## config.mk

```make
export PLATFORM = sky130hd
export DESIGN_NAME = spim_core
export DESIGN_NICKNAME = d
export VERILOG_FILES = /design/src/rtl/spim_pkg.sv /design/src/rtl/spim_csdec.sv /design/src/rtl/spim_shift.sv /design/src/rtl/spim_core.sv
export SDC_FILE = /design/constraint.sdc
export NUM_CORES = 1
export LEC_CHECK = 0
export BUFFER_PORTS_ARGS = -buffer_cell sky130_fd_sc_hd__buf_2
export CORE_MARGIN = 4
export CORE_UTILIZATION = 59
export CTS_CLUSTER_DIAMETER = 60
export DETAILED_ROUTE_END_ITERATION = 10
export PLACE_DENSITY = 0.85
export SLEW_MARGIN = 40
export SYNTH_ARGS = -nofsm -noshare
export SYNTH_HDL_FRONTEND = slang
export SYNTH_SLANG_ARGS = --single-unit
export TNS_END_PERCENT = 1
```

## constraint.sdc

```tcl
create_clock -name clk -period 11.3 [get_ports clk]
set_clock_uncertainty 0.2 [all_clocks]
set_input_delay 2.26 -clock clk [delete_from_list [all_inputs] [get_ports clk]]
set_output_delay 2.26 -clock clk [all_outputs]
set_load 0.05 [all_outputs]
```

## src/rtl/spim_pkg.sv

```systemverilog
`timescale 1ns/1ps
// Package: register offsets, bit positions and the per-word configuration
// bundle shared by the SPI master core and its engine.
package spim_pkg;
    localparam int ADDR_W = 5;

    localparam logic [ADDR_W-1:0] OFS_CTRL   = 5'h00;
    localparam logic [ADDR_W-1:0] OFS_CFG    = 5'h04;
    localparam logic [ADDR_W-1:0] OFS_TXD    = 5'h08;
    localparam logic [ADDR_W-1:0] OFS_RXD    = 5'h0C;
    localparam logic [ADDR_W-1:0] OFS_CAUSE  = 5'h10;
    localparam logic [ADDR_W-1:0] OFS_TIMING = 5'h18;

    localparam int CTL_ACT    = 0;
    localparam int CTL_SEL_LO = 2;
    localparam int CTL_BUSY   = 8;
    localparam int CFG_WIDE   = 5;
    localparam int CFG_CPOL   = 11;
    localparam int CFG_CPHA   = 12;
    localparam int CFG_TXLSB  = 13;
    localparam int CFG_RXLSB  = 14;
    localparam int TIM_LO     = 6;
    localparam int TIM_W      = 2;

    localparam logic [TIM_W-1:0] TIM_RESET = 2'd1;
    localparam logic [TIM_W-1:0] TIM_LATE  = 2'd2;

    typedef struct packed {
        logic cpol;
        logic cpha;
        logic wide;
        logic tx_lsb;
        logic rx_lsb;
        logic late;
    } xfer_cfg_t;
endpackage

```

## src/rtl/spim_csdec.sv

```systemverilog
`timescale 1ns/1ps
// Chip-select decoder: turns an encoded line number and an active bit into
// active-low select lines. Assumes sel is a valid line number.
module spim_csdec #(
    parameter int NUM_CS = 8,
    localparam int CS_W = $clog2(NUM_CS)
) (
    input  logic              clk,
    input  logic              rst_n,
    input  logic              act,
    input  logic [CS_W-1:0]   sel,
    output logic [NUM_CS-1:0] cs_n
);
    // One decoder slice per select line.
    for (genvar gi = 0; gi < NUM_CS; gi++) begin : g_line
        assign cs_n[gi] = !(act && (sel == CS_W'(gi)));
    end

    // never more than one line low
    a_r2_single_low: assert property (@(posedge clk) disable iff (!rst_n)
        $onehot0(~cs_n));
    // inactive releases every line
    a_r2_release: assert property (@(posedge clk) disable iff (!rst_n)
        !act |-> (&cs_n));
endmodule

```

## src/rtl/spim_shift.sv

```systemverilog
`timescale 1ns/1ps
// Shift engine: serialises one word of 8 or WIDE_BITS bits per start pulse,
// paced by sck_en half-period pulses, with optional one-clock-late MISO
// capture. Assumes cfg is held steady while busy.
module spim_shift
    import spim_pkg::*;
#(
    parameter int WIDE_BITS   = 16,
    parameter int NARROW_BITS = 8
) (
    input  logic                 clk,
    input  logic                 rst_n,
    input  logic                 sck_en,
    input  logic                 start,
    input  logic [WIDE_BITS-1:0] tx_word,
    input  xfer_cfg_t            cfg,
    input  logic                 miso,
    output logic                 busy,
    output logic                 sck,
    output logic                 mosi,
    output logic                 done,
    output logic [WIDE_BITS-1:0] rx_word
);
    localparam int CNT_W = $clog2(2 * WIDE_BITS + 1);
    localparam int IDX_W = $clog2(WIDE_BITS);

    logic                 busy_q, sck_q;
    logic [CNT_W-1:0]     cnt_q;
    logic [WIDE_BITS-1:0] txw_q, rxw_q;
    logic                 a_v, b_v;
    logic [IDX_W-1:0]     a_idx, b_idx;

    logic [CNT_W-1:0] nbits, last_cnt, drv_raw, drv_idx, tx_pos, rx_pos;
    logic             cap_v;
    logic [IDX_W-1:0] cap_idx;

    // Word length, terminal edge count and the bit currently driven.
    always_comb begin
        nbits    = cfg.wide ? CNT_W'(WIDE_BITS) : CNT_W'(NARROW_BITS);
        last_cnt = nbits << 1;
        drv_raw  = (cfg.cpha && cnt_q != '0) ? ((cnt_q - 1'b1) >> 1) : (cnt_q >> 1);
        drv_idx  = (drv_raw >= nbits) ? (nbits - 1'b1) : drv_raw;
        tx_pos   = cfg.tx_lsb ? drv_idx : (nbits - 1'b1 - drv_idx);
    end

    // Select the capture stage by sample-point setting and place the bit.
    always_comb begin
        cap_v   = cfg.late ? b_v : a_v;
        cap_idx = cfg.late ? b_idx : a_idx;
        rx_pos  = cfg.rx_lsb ? CNT_W'(cap_idx) : (nbits - 1'b1 - CNT_W'(cap_idx));
    end

    assign done    = busy_q && (cnt_q == last_cnt) && !a_v && !b_v;
    assign busy    = busy_q;
    assign sck     = sck_q;
    assign mosi    = busy_q & txw_q[tx_pos[IDX_W-1:0]];
    assign rx_word = rxw_q;

    // Sequencer: start, SCK toggling, capture pipeline and completion.
    always_ff @(posedge clk) begin
        if (!rst_n) begin
            busy_q <= 1'b0;
            sck_q  <= 1'b0;
            cnt_q  <= '0;
            txw_q  <= '0;
            rxw_q  <= '0;
            a_v    <= 1'b0;
            b_v    <= 1'b0;
            a_idx  <= '0;
            b_idx  <= '0;
        end else begin
            a_v   <= 1'b0;
            b_v   <= cfg.late && a_v;
            b_idx <= a_idx;
            if (cap_v) begin
                rxw_q[rx_pos[IDX_W-1:0]] <= miso;
            end
            if (!busy_q) begin
                sck_q <= cfg.cpol;
                if (start) begin
                    busy_q <= 1'b1;
                    cnt_q  <= '0;
                    txw_q  <= tx_word;
                    rxw_q  <= '0;
                end
            end else if (done) begin
                busy_q <= 1'b0;
            end else if (sck_en && cnt_q != last_cnt) begin
                sck_q <= ~sck_q;
                cnt_q <= cnt_q + 1'b1;
                if (cnt_q[0] == cfg.cpha) begin
                    a_v   <= 1'b1;
                    a_idx <= IDX_W'(cnt_q >> 1);
                end
            end
        end
    end

    // edge count never passes the word's terminal count
    a_r4_cnt_range: assert property (@(posedge clk) disable iff (!rst_n)
        busy_q |-> (cnt_q <= last_cnt));
    // SCK is back at idle level when the word ends
    a_r3_idle_level: assert property (@(posedge clk) disable iff (!rst_n)
        $fell(busy_q) |-> (sck_q == cfg.cpol));
    // a start while busy leaves the held word untouched
    a_r10_hold_word: assert property (@(posedge clk) disable iff (!rst_n)
        (busy_q && start) |=> $stable(txw_q));
    // without a pulse, SCK holds during a word
    a_r12_paced: assert property (@(posedge clk) disable iff (!rst_n)
        (busy_q && !sck_en) |=> $stable(sck_q));
endmodule

```

## src/rtl/spim_core.sv

```systemverilog
`timescale 1ns/1ps
// SPI master core: register file (control, configuration, transmit,
// receive, completion, timing) around the shift engine and chip-select
// decoder. Assumes configuration and timing are written only while idle.
module spim_core
    import spim_pkg::*;
#(
    parameter int DATA_W      = 32,
    parameter int WIDE_BITS   = 16,
    parameter int NARROW_BITS = 8,
    parameter int NUM_CS      = 8,
    localparam int CS_W = $clog2(NUM_CS)
) (
    input  logic              clk,
    input  logic              rst_n,
    input  logic              sck_en,
    input  logic              reg_wr,
    input  logic [ADDR_W-1:0] reg_addr,
    input  logic [DATA_W-1:0] reg_wdata,
    output logic [DATA_W-1:0] reg_rdata,
    output logic              spi_sck,
    output logic              spi_mosi,
    input  logic              spi_miso,
    output logic [NUM_CS-1:0] spi_cs_n
);
    logic                 act_q;
    logic [CS_W-1:0]      sel_q;
    logic                 cpol_q, cpha_q, wide_q, txlsb_q, rxlsb_q;
    logic [TIM_W-1:0]     tim_q;
    logic                 cause_q;
    logic [WIDE_BITS-1:0] din_q;

    xfer_cfg_t            cfg_s;
    logic                 eng_busy, eng_done, start_s;
    logic [WIDE_BITS-1:0] eng_rx;

    // Pack the per-word settings for the engine.
    always_comb begin
        cfg_s.cpol   = cpol_q;
        cfg_s.cpha   = cpha_q;
        cfg_s.wide   = wide_q;
        cfg_s.tx_lsb = txlsb_q;
        cfg_s.rx_lsb = rxlsb_q;
        cfg_s.late   = (tim_q == TIM_LATE);
    end

    assign start_s = reg_wr && (reg_addr == OFS_TXD);

    // Register writes, completion flag and received-word latch.
    always_ff @(posedge clk) begin
        if (!rst_n) begin
            act_q   <= 1'b0;
            sel_q   <= '0;
            cpol_q  <= 1'b0;
            cpha_q  <= 1'b0;
            wide_q  <= 1'b0;
            txlsb_q <= 1'b0;
            rxlsb_q <= 1'b0;
            tim_q   <= TIM_RESET;
            cause_q <= 1'b0;
            din_q   <= '0;
        end else begin
            if (reg_wr && reg_addr == OFS_CTRL) begin
                act_q <= reg_wdata[CTL_ACT];
                sel_q <= reg_wdata[CTL_SEL_LO +: CS_W];
            end
            if (reg_wr && reg_addr == OFS_CFG) begin
                cpol_q  <= reg_wdata[CFG_CPOL];
                cpha_q  <= reg_wdata[CFG_CPHA];
                wide_q  <= reg_wdata[CFG_WIDE];
                txlsb_q <= reg_wdata[CFG_TXLSB];
                rxlsb_q <= reg_wdata[CFG_RXLSB];
            end
            if (reg_wr && reg_addr == OFS_TIMING) begin
                tim_q <= reg_wdata[TIM_LO +: TIM_W];
            end
            if (eng_done) begin
                cause_q <= 1'b1;
            end else if (reg_wr && reg_addr == OFS_CAUSE) begin
                cause_q <= 1'b0;
            end
            if (eng_done) begin
                din_q <= eng_rx;
            end
        end
    end

    // Read multiplexer; unlisted offsets and bits read zero.
    always_comb begin
        reg_rdata = '0;
        case (reg_addr)
            OFS_CTRL: begin
                reg_rdata[CTL_ACT]              = act_q;
                reg_rdata[CTL_SEL_LO +: CS_W]   = sel_q;
                reg_rdata[CTL_BUSY]             = eng_busy;
            end
            OFS_CFG: begin
                reg_rdata[CFG_CPOL]  = cpol_q;
                reg_rdata[CFG_CPHA]  = cpha_q;
                reg_rdata[CFG_WIDE]  = wide_q;
                reg_rdata[CFG_TXLSB] = txlsb_q;
                reg_rdata[CFG_RXLSB] = rxlsb_q;
            end
            OFS_RXD:    reg_rdata[WIDE_BITS-1:0]  = din_q;
            OFS_CAUSE:  reg_rdata[0]              = cause_q;
            OFS_TIMING: reg_rdata[TIM_LO +: TIM_W] = tim_q;
            default:    reg_rdata = '0;
        endcase
    end

    spim_shift #(
        .WIDE_BITS  (WIDE_BITS),
        .NARROW_BITS(NARROW_BITS)
    ) u_shift (
        .clk    (clk),
        .rst_n  (rst_n),
        .sck_en (sck_en),
        .start  (start_s),
        .tx_word(reg_wdata[WIDE_BITS-1:0]),
        .cfg    (cfg_s),
        .miso   (spi_miso),
        .busy   (eng_busy),
        .sck    (spi_sck),
        .mosi   (spi_mosi),
        .done   (eng_done),
        .rx_word(eng_rx)
    );

    spim_csdec #(
        .NUM_CS(NUM_CS)
    ) u_csdec (
        .clk  (clk),
        .rst_n(rst_n),
        .act  (act_q),
        .sel  (sel_q),
        .cs_n (spi_cs_n)
    );

    // completion always raises the flag
    a_r8_cause_set: assert property (@(posedge clk) disable iff (!rst_n)
        eng_done |=> cause_q);
    // received word holds between completions
    a_r9_din_stable: assert property (@(posedge clk) disable iff (!rst_n)
        !eng_done |=> $stable(din_q));
    // an idle transmit write starts a word
    a_r7_start: assert property (@(posedge clk) disable iff (!rst_n)
        (!eng_busy && start_s) |=> eng_busy);
endmodule

```

==> reports/metrics.yaml, run 1 <==
cts:
  postCtsSetupBuffers: 0
  root_buffer: "clkbuf_8"
  clk_pin_slew_worst_paths_ns: 0.08
  cts_tree: "built"
  cts-resized-gates: 0
  cts_sinks: 78
  holdBufCountCts: 0
  worstSkewPairLatency_ns: 0.35
  htreeDepth: 3
  cts_buffers: 9
  clock_path_buffers: 2
worst_setup_path:
  r2r_end: "din_q[6]$_SDFFE_PN0P_"
  r2r.worst_path.cells: 6
  reg2reg_from: "u_shift.cnt_q[4]$_SDFFE_PN0P_"
  endpoint_kind: "output pin"
  cp.required_ns: 8.84
  worst-path-max-fanout: 9
  regToRegSetupSlack_ns: 8.62
  worst-setup-path-type: "flip-flop to output pin"
  crit_arrival_ns: 4.37
  worstSetupStartpointType: "flip-flop"
timing:
  setup_ws_ns: 4.47
  setup_viol: 0
  rsz0062_at_grt: "no"
  tightest_slew_ns: 0.750
  max_freq_mhz: 146
  final.min_clock_period_ns: 6.83
  final_hold_viol_count: 0
  slew_viol_final: 0
  fin_tns_setup_ns: 0
  slew_headroom_pct: 50.0
  min_period_over_period_pct: 60.4
global_routing:
  grt_pass1_wl_microns: 16100
  grt_max_degree: 54
  grt_pass1_vias: 3475
  grt.total_usage_pct: 23.6
  antenna_found_initial: 0
  grt_overflow: 0
die:
  core_sq_um: 6760
  die_area_sq_um: 8330
  row_count: 30
  dieHeight_microns: 91.3
  initial_core_util_pct: 60.6
  ioPinCount: 84
  die_w_microns: 91.3
power_and_ir_drop:
  p_leak_uw: 0.00208
  ir_drop_mv: 0.0851
  power_density_nw_per_um2: 121
  p_total_uw: 543
worst_hold_path:
  hold_path_depth: 2
  worstHoldEndpoint: "u_shift.txw_q[10]$_SDFFE_PN0P_"
  hp-start: "u_shift.txw_q[10]$_SDFFE_PN0P_"
  min_path_type: "flip-flop to flip-flop"
finish:
  drive_gt1_share_pct: 15.2
  stdcell_area_sq_um: 4500
  instances_no_fill: 618
  n_antenna_cell: 0
  syn_to_final_growth_pct: 10.1
  finalNetCount: 581
synthesis:
  synthArstFlopShare_pct: 0
  synth_top_cell_by_area: "dfxtp_1"
  syn_avg_cell_area_sq_um: 8.20
  netlist_instances: 499
  synth_top_area_share_pct: 38.2
  syn_area_sq_um: 4090
  ys_top_cells_by_area: "dfxtp_1, mux2i_1, nand2_1"
  yosysMostFrequentCell: "nand2_1"
  ys_ff_latch: 78
  synth_cell_types: 56
  synthFlopType: "dfxtp_1"
  synth_warnings: 0
  synth_seq_area_share_pct: 38.2
  synth_edf_count: 0
  ys_top_cells_by_count: "nand2_1, dfxtp_1, nor2_1, mux2i_1, a21oi_1"
drt:
  drt_iter0_drc: 234
  ant_nets: 0
  first_pass_iters: 5
  routedWlPerCell_microns: 15.5
  wl_microns: 9580
  drcViolationCount: 0
  viasPerCell: 5.73
  num_vias: 3543
job:
  drv_cap: 0
place:
  port_buffers: 51
  pre_cts_ws_ns: 4.50
  dp_hpwl_microns: 6790
  finalWeightedCongestion: 0.825
  place_area_sq_um: 4270
  dp.cells: 602
run_status:
  status: "finished clean"
## layer usage
| metal | vias to the layer above | GRT usage (%) | wire length, microns |
|---|---|---|---|
| met5 | - | 0 | 0 |
| met2 | 111 | 39.7 | 4770 |
| met1 | 1678 | 29.4 | 4030 |
| met3 | 16 | 5.22 | 628 |
| li1 | 1738 | - | - |
| met4 | 0 | 9.05 | 151 |
## cells in the final DEF, fill, tap and decap left out, drive strengths merged, types with 2 or more instances in the layout
cell / n
nand3: 19
a211oi: 2
a21oi: 31
or4b: 4
a22oi: 6
nor2: 74
a311oi: 4
xor2: 8
o21ai: 6
nor2b: 7
and4: 4
a22o: 6
a221oi: 2
o22ai: 5
bufinv: 2
or3: 2
buf: 52
nand2b: 2
inv: 7
mux2: 5
xnor2: 6
clkinv: 3
and3: 3
nand4: 5
ha: 5
mux2i: 53
dfxtp: 78
nand2: 84
nor3: 3
clkbuf: 11
conb: 16
and2: 10
a21o: 2
## report_power, final
group	switching, uW	leakage (uW)	internal [uW]
clock network	99.8	0.000115	135
logic	25.5	0.00134	6.74
registers	1.17	0.000628	275
## critical path, stage by stage (launching register included)
cell and delay [ns]:
dfxtp_1 0.56, or4b_4 0.52, or3_4 0.38, nor2_1 0.13, xor2_1 0.09, ha_1 0.33
nand2_1 0.08, a211oi_1 0.27, and3_4 0.28, nor2_8 0.06, xnor2_2 0.28, mux2_2 0.40
a221oi_1 0.31, o22ai_1 0.12, buf_2 0.23
## sequential cells by signal, indices dropped and copies added, names as in the netlist
name             cells
u_shift.rx_word     16
sel_q                3
u_shift.a_idx        4
cpol_q               1
cause_q              1
u_shift.b_v          1
cpha_q               1
u_shift.busy         1
u_shift.sck          1
wide_q               1
u_shift.txw_q       16
txlsb_q              1
u_shift.b_idx        4
act_q                1
u_shift.a_v          1
rxlsb_q              1
u_shift.cnt_q        6
tim_q                2
din_q               16
## worst max path at each step
stage / start / end / cells past startpoint
after floorplan: reg_addr[4] / reg_rdata[0] / 6
after global placement: reg_addr[4] / reg_rdata[7] / 5
after detailed placement: reg_addr[4] / reg_rdata[6] / 5
after CTS: cpha_q$_SDFFE_PN0P_ / spi_mosi / 13
after global routing: u_shift.cnt_q[0]$_SDFFE_PN0P_ / spi_mosi / 15
final: cpha_q$_SDFFE_PN0P_ / spi_mosi / 14
## metrics by stage
stage	utilization (%)	hold WS (ns)
2_1_floorplan	-	0.233
3_3_place_gp	63.2	0.239
3_5_place_dp	63.2	0.254
4_1_cts	66.5	0.265
5_1_grt	66.6	0.286
6_report	66.6	0.263
## cells by family (layout without fill, tap and decap cells)
group | Yosys count | in the layout | share of synthesized area, %
compound gates | 70 | 70 | 11.1
xor+xnor | 14 | 14 | 3.18
fa+ha+maj | 5 | 5 | 1.53
buf+inv | 51 | 75 | 6.45
flops | 78 | 78 | 38.2
mux | 58 | 58 | 14.3
other cells | 1 | 16 | 0.0917
simple gates | 222 | 222 | 25.1
## layout make-up
type,instances,area (sq um)
repair buffers,52,267
flip-flops and latches,78,1560
clock inverters,4,70.1
fillers,547,2250
multi-input cells,385,2320
clock buffers,11,151
well taps,80,100
inverters,8,31.3
(Power assumes the default switching activity.)
==> run 2, diff against run 1 <==
Settings changed: CORE_UTILIZATION 59 to 50, PLACE_DENSITY 0.85 to 0.77.
Clock period 11.3 ns to 5.8 ns, I/O delays scaled along.
==> run 2 against run 1 <==
Critical path depth did not move. Sequential cell count did not move. Largest cell class unchanged. Non-clock buffer count did not move. Combinational power rose by 94%. Count of clock-buffer cells in the layout did not move. Clock power rose by 85%. Global-route usage fell by 3.3 points.
==> reports/metrics.yaml, run 2 (same netlist as run 1, synthesis figures left out) <==
cts:
  postCtsSetupBuffers: 0  # unchanged
  holdBufCountCts: 0  # unchanged
  cts_buffers: 9  # unchanged
  clk_pin_slew_worst_paths_ns: 0.08  # about the same
  worstSkewPairLatency_ns: 0.35  # about the same
  root_buffer: "clkbuf_8"
  cts_tree: "built"
  htreeDepth: 3  # unchanged
  cts_sinks: 78  # unchanged
  clock_path_buffers: 2  # unchanged
power_and_ir_drop:
  p_leak_uw: 0.00208  # -0.13%
  ir_drop_mv: 0.177  # +110%
  swShare_pct: 25.1  # +1.8 points
  seqPwrFrac_pct: 52.0  # +1.1 points
  power_density_nw_per_um2: 228  # +89%
  power_frac_clock_pct: 41.9  # -1.3 points
  internal_power_uw: 776  # +86%
  power_frac_comb_pct: 6.0  # about the same
  switchingPower_uw: 260  # +110%
timing:
  slew_viol_final: 0  # unchanged
  slew_headroom_pct: 50.7  # +0.72 points
  max_freq_mhz: 179
  final_hold_viol_count: 0  # unchanged
  min_period_over_period_pct: 96.2
  tightest_slew_ns: 0.738  # -0.0119 ns
  final.min_clock_period_ns: 5.58
  rsz0062_at_grt: "no"
  setup_viol: 0  # unchanged
  fin_tns_setup_ns: 0  # unchanged
drt:
  first_pass_iters: 5  # unchanged
  wl_met3_microns: 482  # -23%
  met1Wirelength_microns: 4350  # +8.0%
  drcViolationCount: 0  # unchanged
  wl_microns: 9700  # +1.3%
  routedWlPerCell_microns: 15.1  # -2.4%
  drt_iter0_drc: 238  # +1.7%
  num_vias: 3524  # -0.54%
  wl_met2_microns: 4750  # -0.46%
  ant_nets: 0  # unchanged
  viasPerCell: 5.50  # -4.1%
  top_layer: "met4"
die:
  dieHeight_microns: 98.5  # +7.9%
  initial_core_util_pct: 52.1  # -8.4 points
  core_sq_um: 7850  # +16%
  row_count: 32  # +6.7%
  ioPinCount: 84  # unchanged
  die_w_microns: 98.5  # +7.9%
  die_area_sq_um: 9690  # +16%
worst_setup_path:
  regToRegSetupSlack_ns: 3.15  # -5.47 ns
  r2r.worst_path.cells: 6  # unchanged
  reg2reg_from: "u_shift.cnt_q[4]$_SDFFE_PN0P_"
  max_stage_delay_ns: 0.57  # about the same
  endpoint_kind: "output pin"
  crit_buf_inv: 1  # unchanged
  cp_cell_sequence: "or4b_4, or3_4, nor2_1, xor2_1, ha_1, nand2_1, a211oi_2, and3_4, nor2_8, xnor2_2, mux2_2, a221oi_1, o22ai_1, buf_2"
  worst-setup-path-type: "flip-flop to output pin"
  cp.required_ns: 4.44  # -4.40 ns
  crit_arrival_ns: 4.22  # -0.15 ns
  worst-path-max-fanout: 9  # unchanged
  worstSetupStartpointType: "flip-flop"
  crit_slowest_cell: "or4b_4"
  crit_family: "simple AND/OR/NAND/NOR gates"
  r2r_end: "din_q[7]$_SDFFE_PN0P_"
finish:
  n_antenna_cell: 0  # unchanged
  final_common_cell: "nand2_1"
  drive_gt1_share_pct: 16.3  # +1.1 points
  utilization_pct: 57.8  # -8.9 points
  syn_to_final_growth_pct: 10.9
  layout_common_cells: "nand2_1, dfxtp_1, nor2_1"
  finalNetCount: 581  # unchanged
run_status:
  status: "finished clean"
worst_hold_path:
  worstHoldEndpoint: "u_shift.txw_q[11]$_SDFFE_PN0P_"
  hold_path_depth: 2  # unchanged
  min_path_type: "flip-flop to flip-flop"
  hp-start: "u_shift.txw_q[11]$_SDFFE_PN0P_"
global_routing:
  grt_max_degree: 54  # unchanged
  antenna_found_initial: 0  # unchanged
  grt_pass1_vias: 3461  # -0.40%
  grt_overflow: 0  # unchanged
  grt.total_usage_pct: 20.3  # -3.3 points
  grt_pass1_wl_microns: 16300  # +1.6%
place:
  dp_hpwl_microns: 6810  # +0.29%
  finalWeightedCongestion: 0.892  # +8.2%
  port_buffers: 51  # unchanged
job:
  drv_cap: 0  # unchanged
[run 2: cell count changes in the layout (fill, tap and decap cells not counted), sizes merged]
cell | before | now
bufinv | 2 | 1
inv | 7 | 9
[run 2: layout make-up]
cell class,instances,area [sq um]
well taps,102,128
repair buffers,52,263
multi-input cells,385,2330
flip-flops and latches,78,1570
fillers,724,3310
clock buffers,11,151
inverters,8,32.5
clock inverters,5,65.1
[run 2: worst max-delay path by stage]
| stage | from | to | slack [ns] | depth (start not counted) |
|---|---|---|---|---|
| 3_3_place_gp | cpha_q$_SDFFE_PN0P_ | spi_mosi | 0.60 | 13 |
| 6_report | u_shift.cnt_q[2]$_SDFFE_PN0P_ | spi_mosi | 0.22 | 14 |
| 3_5_place_dp | cpha_q$_SDFFE_PN0P_ | spi_mosi | 0.51 | 13 |
| 5_1_grt | u_shift.cnt_q[2]$_SDFFE_PN0P_ | spi_mosi | 0.01 | 14 |
| 4_1_cts | cpha_q$_SDFFE_PN0P_ | spi_mosi | 0.04 | 13 |
| 2_1_floorplan | u_shift.cnt_q[2]$_SDFFE_PN0P_ | spi_mosi | 0.84 | 14 |
[run 2: through the flow]
| step | power (uW) | std cells | setup WS [ns] | instance area (sq um) | hold WS (ns) |
|---|---|---|---|---|---|
| 5_1_grt | 1070 | 641 | 0.00972 | 4540 | 0.278 |
| 2_1_floorplan | 605 | 514 | 0.839 | 4150 | 0.233 |
| 3_5_place_dp | 613 | 624 | 0.508 | 4300 | 0.250 |
| 6_report | 1040 | 641 | 0.221 | 4540 | 0.257 |
| 3_3_place_gp | 613 | 624 | 0.599 | 4300 | 0.243 |
| 4_1_cts | 1040 | 640 | 0.0367 | 4520 | 0.261 |
[run 2: per-layer routing]
layer  vias to the layer above  global-route usage (%)
li1                       1747                       -
met1                      1671                    26.3
met2                        93                    34.3
met3                        13                    4.10
met4                         0                    6.09
met5                         -                       0
[run 2: power by group through the flow]
stage                     logic, uW  registers (uW)  clock network, uW
after floorplan                54.2             550                  0
after global placement         61.1             552                  0
after detailed placement       62.0             552                  0
after CTS                      62.2             539                441
after global routing           67.6             539                465
final                          62.6             539                434
[run 2: what timing repair did]
item                       CTS  global route
gates resized for setup      0             5
hold endpoints to repair     0             0
setup endpoints to repair    0             1
[run 2: worst min-delay path: cells and delay by family, from the launching register on]
| kind | cells | cell delay (ns) |
|---|---|---|
| AND/OR/NAND/NOR | 1 | 0.05 |
| flip-flops | 1 | 0.32 |
| AO/OA/AOI/OAI | 1 | 0.05 |
==> run 3, diff against run 2 <==
Settings changed: BUFFER_PORTS_ARGS -buffer_cell sky130_fd_sc_hd__buf_2 to -buffer_cell sky130_fd_sc_hd__clkbuf_2, CORE_UTILIZATION 50 to 59, PLACE_DENSITY 0.77 to 0.85.
Clock period 5.8 ns to 7.2 ns, I/O delays scaled along.
==> run 3 against run 2 <==
Combinational power shrank 20%. Worst hold slack gained 0.0073 ns. Non-clock buffer count shrank 1. First-iteration DRC count shrank 2.1%. Sequential share of layout area grew 0.24 points. Largest cell class unchanged. Highest routed layer unchanged.
==> reports/metrics.yaml, run 3 (same netlist as run 1, synthesis figures left out) <==
timing:
  slew_viol_final: 0  # unchanged
  final.min_clock_period_ns: 6.02
  max_freq_mhz: 166
  setup_viol: 0  # unchanged
  min_period_over_period_pct: 83.7
  fin_tns_setup_ns: 0  # unchanged
  final_hold_viol_count: 0  # unchanged
  tightest_slew_ns: 0.762  # +0.0235 ns
  slew_headroom_pct: 49.1  # -1.7 points
  rsz0062_at_grt: "no"
drt:
  routedWlPerCell_microns: 15.6  # +3.0%
  drt_iter0_drc: 233  # -2.1%
  viasPerCell: 5.79  # +5.3%
  wl_microns: 9630  # -0.74%
  num_vias: 3576  # +1.5%
  ant_nets: 0  # unchanged
  drcViolationCount: 0  # unchanged
  first_pass_iters: 5  # unchanged
cts:
  cts_tree: "built"
  clock_path_buffers: 2  # unchanged
  postCtsSetupBuffers: 0  # unchanged
  cts_sinks: 78  # unchanged
  worstSkewPairLatency_ns: 0.36  # about the same
  clk_pin_slew_worst_paths_ns: 0.09  # about the same
  root_buffer: "clkbuf_8"
  holdBufCountCts: 0  # unchanged
  cts-resized-gates: 0  # unchanged
  cts_buffers: 9  # unchanged
  htreeDepth: 3  # unchanged
finish:
  layout_common_cells: "nand2_1, dfxtp_1, nor2_1"
  final_common_cell: "nand2_1"
  fillers: 544  # -25%
  n_antenna_cell: 0  # unchanged
  syn_to_final_growth_pct: 9.82
  drive_gt1_share_pct: 15.1  # -1.3 points
  finalNetCount: 580  # -0.17%
worst_setup_path:
  regToRegSetupSlack_ns: 4.51  # +1.36 ns
  crit_slowest_cell: "dfxtp_1"
  reg2reg_from: "u_shift.cnt_q[4]$_SDFFE_PN0P_"
  max_stage_delay_ns: 0.55  # -0.02 ns
  r2r_end: "din_q[0]$_SDFFE_PN0P_"
  endpoint_kind: "output pin"
  worstSetupStartpointType: "flip-flop"
  crit_buf_inv: 1  # unchanged
  crit_arrival_ns: 4.38  # +0.16 ns
  worst-path-max-fanout: 9  # unchanged
  cp.required_ns: 5.56  # +1.12 ns
  cp_cell_sequence: "or4b_4, or3_4, nor2_1, xor2_1, ha_1, a21oi_1, o21ai_2, nor2_8, xnor2_2, mux2_2, a221oi_1, o22ai_1, clkbuf_2"
  crit_family: "simple AND/OR/NAND/NOR gates"
  worst-setup-path-type: "flip-flop to output pin"
  r2r.worst_path.cells: 6  # unchanged
power_and_ir_drop:
  p_total_uw: 858  # -17%
  power_density_nw_per_um2: 191  # -16%
  ir_drop_mv: 0.122  # -31%
  p_leak_uw: 0.00207  # -0.43%
worst_hold_path:
  hold_path_depth: 2  # unchanged
  min_path_type: "flip-flop to flip-flop"
  worstHoldEndpoint: "u_shift.txw_q[3]$_SDFFE_PN0P_"
  hp-start: "u_shift.txw_q[3]$_SDFFE_PN0P_"
global_routing:
  grt_max_degree: 54  # unchanged
  grt_pass1_wl_microns: 16100  # -1.4%
  grt.total_usage_pct: 23.5  # +3.2 points
  grt_overflow: 0  # unchanged
  antenna_found_initial: 0  # unchanged
  grt_pass1_vias: 3498  # +1.1%
die:
  initial_core_util_pct: 60.6  # +8.4 points
  die_area_sq_um: 8330  # -14%
  ioPinCount: 84  # unchanged
  core_sq_um: 6760  # -14%
  row_count: 30  # -6.3%
  dieHeight_microns: 91.3  # -7.3%
  die_w_microns: 91.3  # -7.3%
place:
  port_buffers: 51  # unchanged
  finalWeightedCongestion: 0.852  # -4.6%
  dp_hpwl_microns: 6790  # -0.31%
run_status:
  status: "finished clean"
job:
  drv_cap: 0  # unchanged
## run 3: where the power goes
group          leakage (uW)  switching (uW)  internal [uW]
Sequential         0.000628            1.86            432
Clock              0.000110             168            206
Combinational       0.00133            39.9           10.5
Total               0.00207             210            648
## run 3: stage by stage
stage / cells / setup WS, ns / hold slack, ns / util (%) / cell area, sq um
finish: 618 / 1.18 / 0.265 / 66.5 / 4490
global route: 618 / 0.863 / 0.287 / 66.5 / 4490
CTS: 618 / 1.22 / 0.265 / 66.5 / 4490
detailed placement: 602 / 1.61 / 0.253 / 63.2 / 4270
global placement: 602 / 1.68 / 0.242 / 63.2 / 4270
floorplan: 514 / 1.96 / 0.233 / - / 4150
## run 3: worst max path at each step
| stage | slack (ns) | start | depth (start not counted) | end |
|---|---|---|---|---|
| final | 1.18 | cpha_q$_SDFFE_PN0P_ | 13 | spi_mosi |
| after global routing | 0.86 | cpha_q$_SDFFE_PN0P_ | 14 | spi_mosi |
| after CTS | 1.22 | cpha_q$_SDFFE_PN0P_ | 13 | spi_mosi |
| after detailed placement | 1.61 | cpha_q$_SDFFE_PN0P_ | 13 | spi_mosi |
| after global placement | 1.68 | cpha_q$_SDFFE_PN0P_ | 13 | spi_mosi |
| after floorplan | 1.96 | u_shift.cnt_q[2]$_SDFFE_PN0P_ | 14 | spi_mosi |
## run 3: layout make-up
cell class | instances | area, sq um | share of cell area (%)
Clock buffer | 11 | 141 | 3.15
Clock inverter | 5 | 81.3 | 1.81
Inverter | 8 | 31.3 | 0.696
Multi-Input combinational cell | 385 | 2320 | 51.7
Sequential cell | 78 | 1560 | 34.8
Tap cell | 80 | 100 | 2.23
Timing Repair Buffer | 51 | 255 | 5.68
## run 3: metal layers
metal  vias up  GRT usage, %  part of all wire (%)
li1       1741             -                     -
met4         0          9.17                   2.2
met3        19          5.47                   4.8
met1      1706          29.4                    44
met5         -             0                     0
met2       110          39.2                    49
## run 3: worst min-delay path: cells and delay by family, from the launching register on
family / cells / cell delay [ns]
AOI/OAI and AO/OA: 1 / 0.05
DFF: 1 / 0.32
and+or+nand+nor: 1 / 0.05
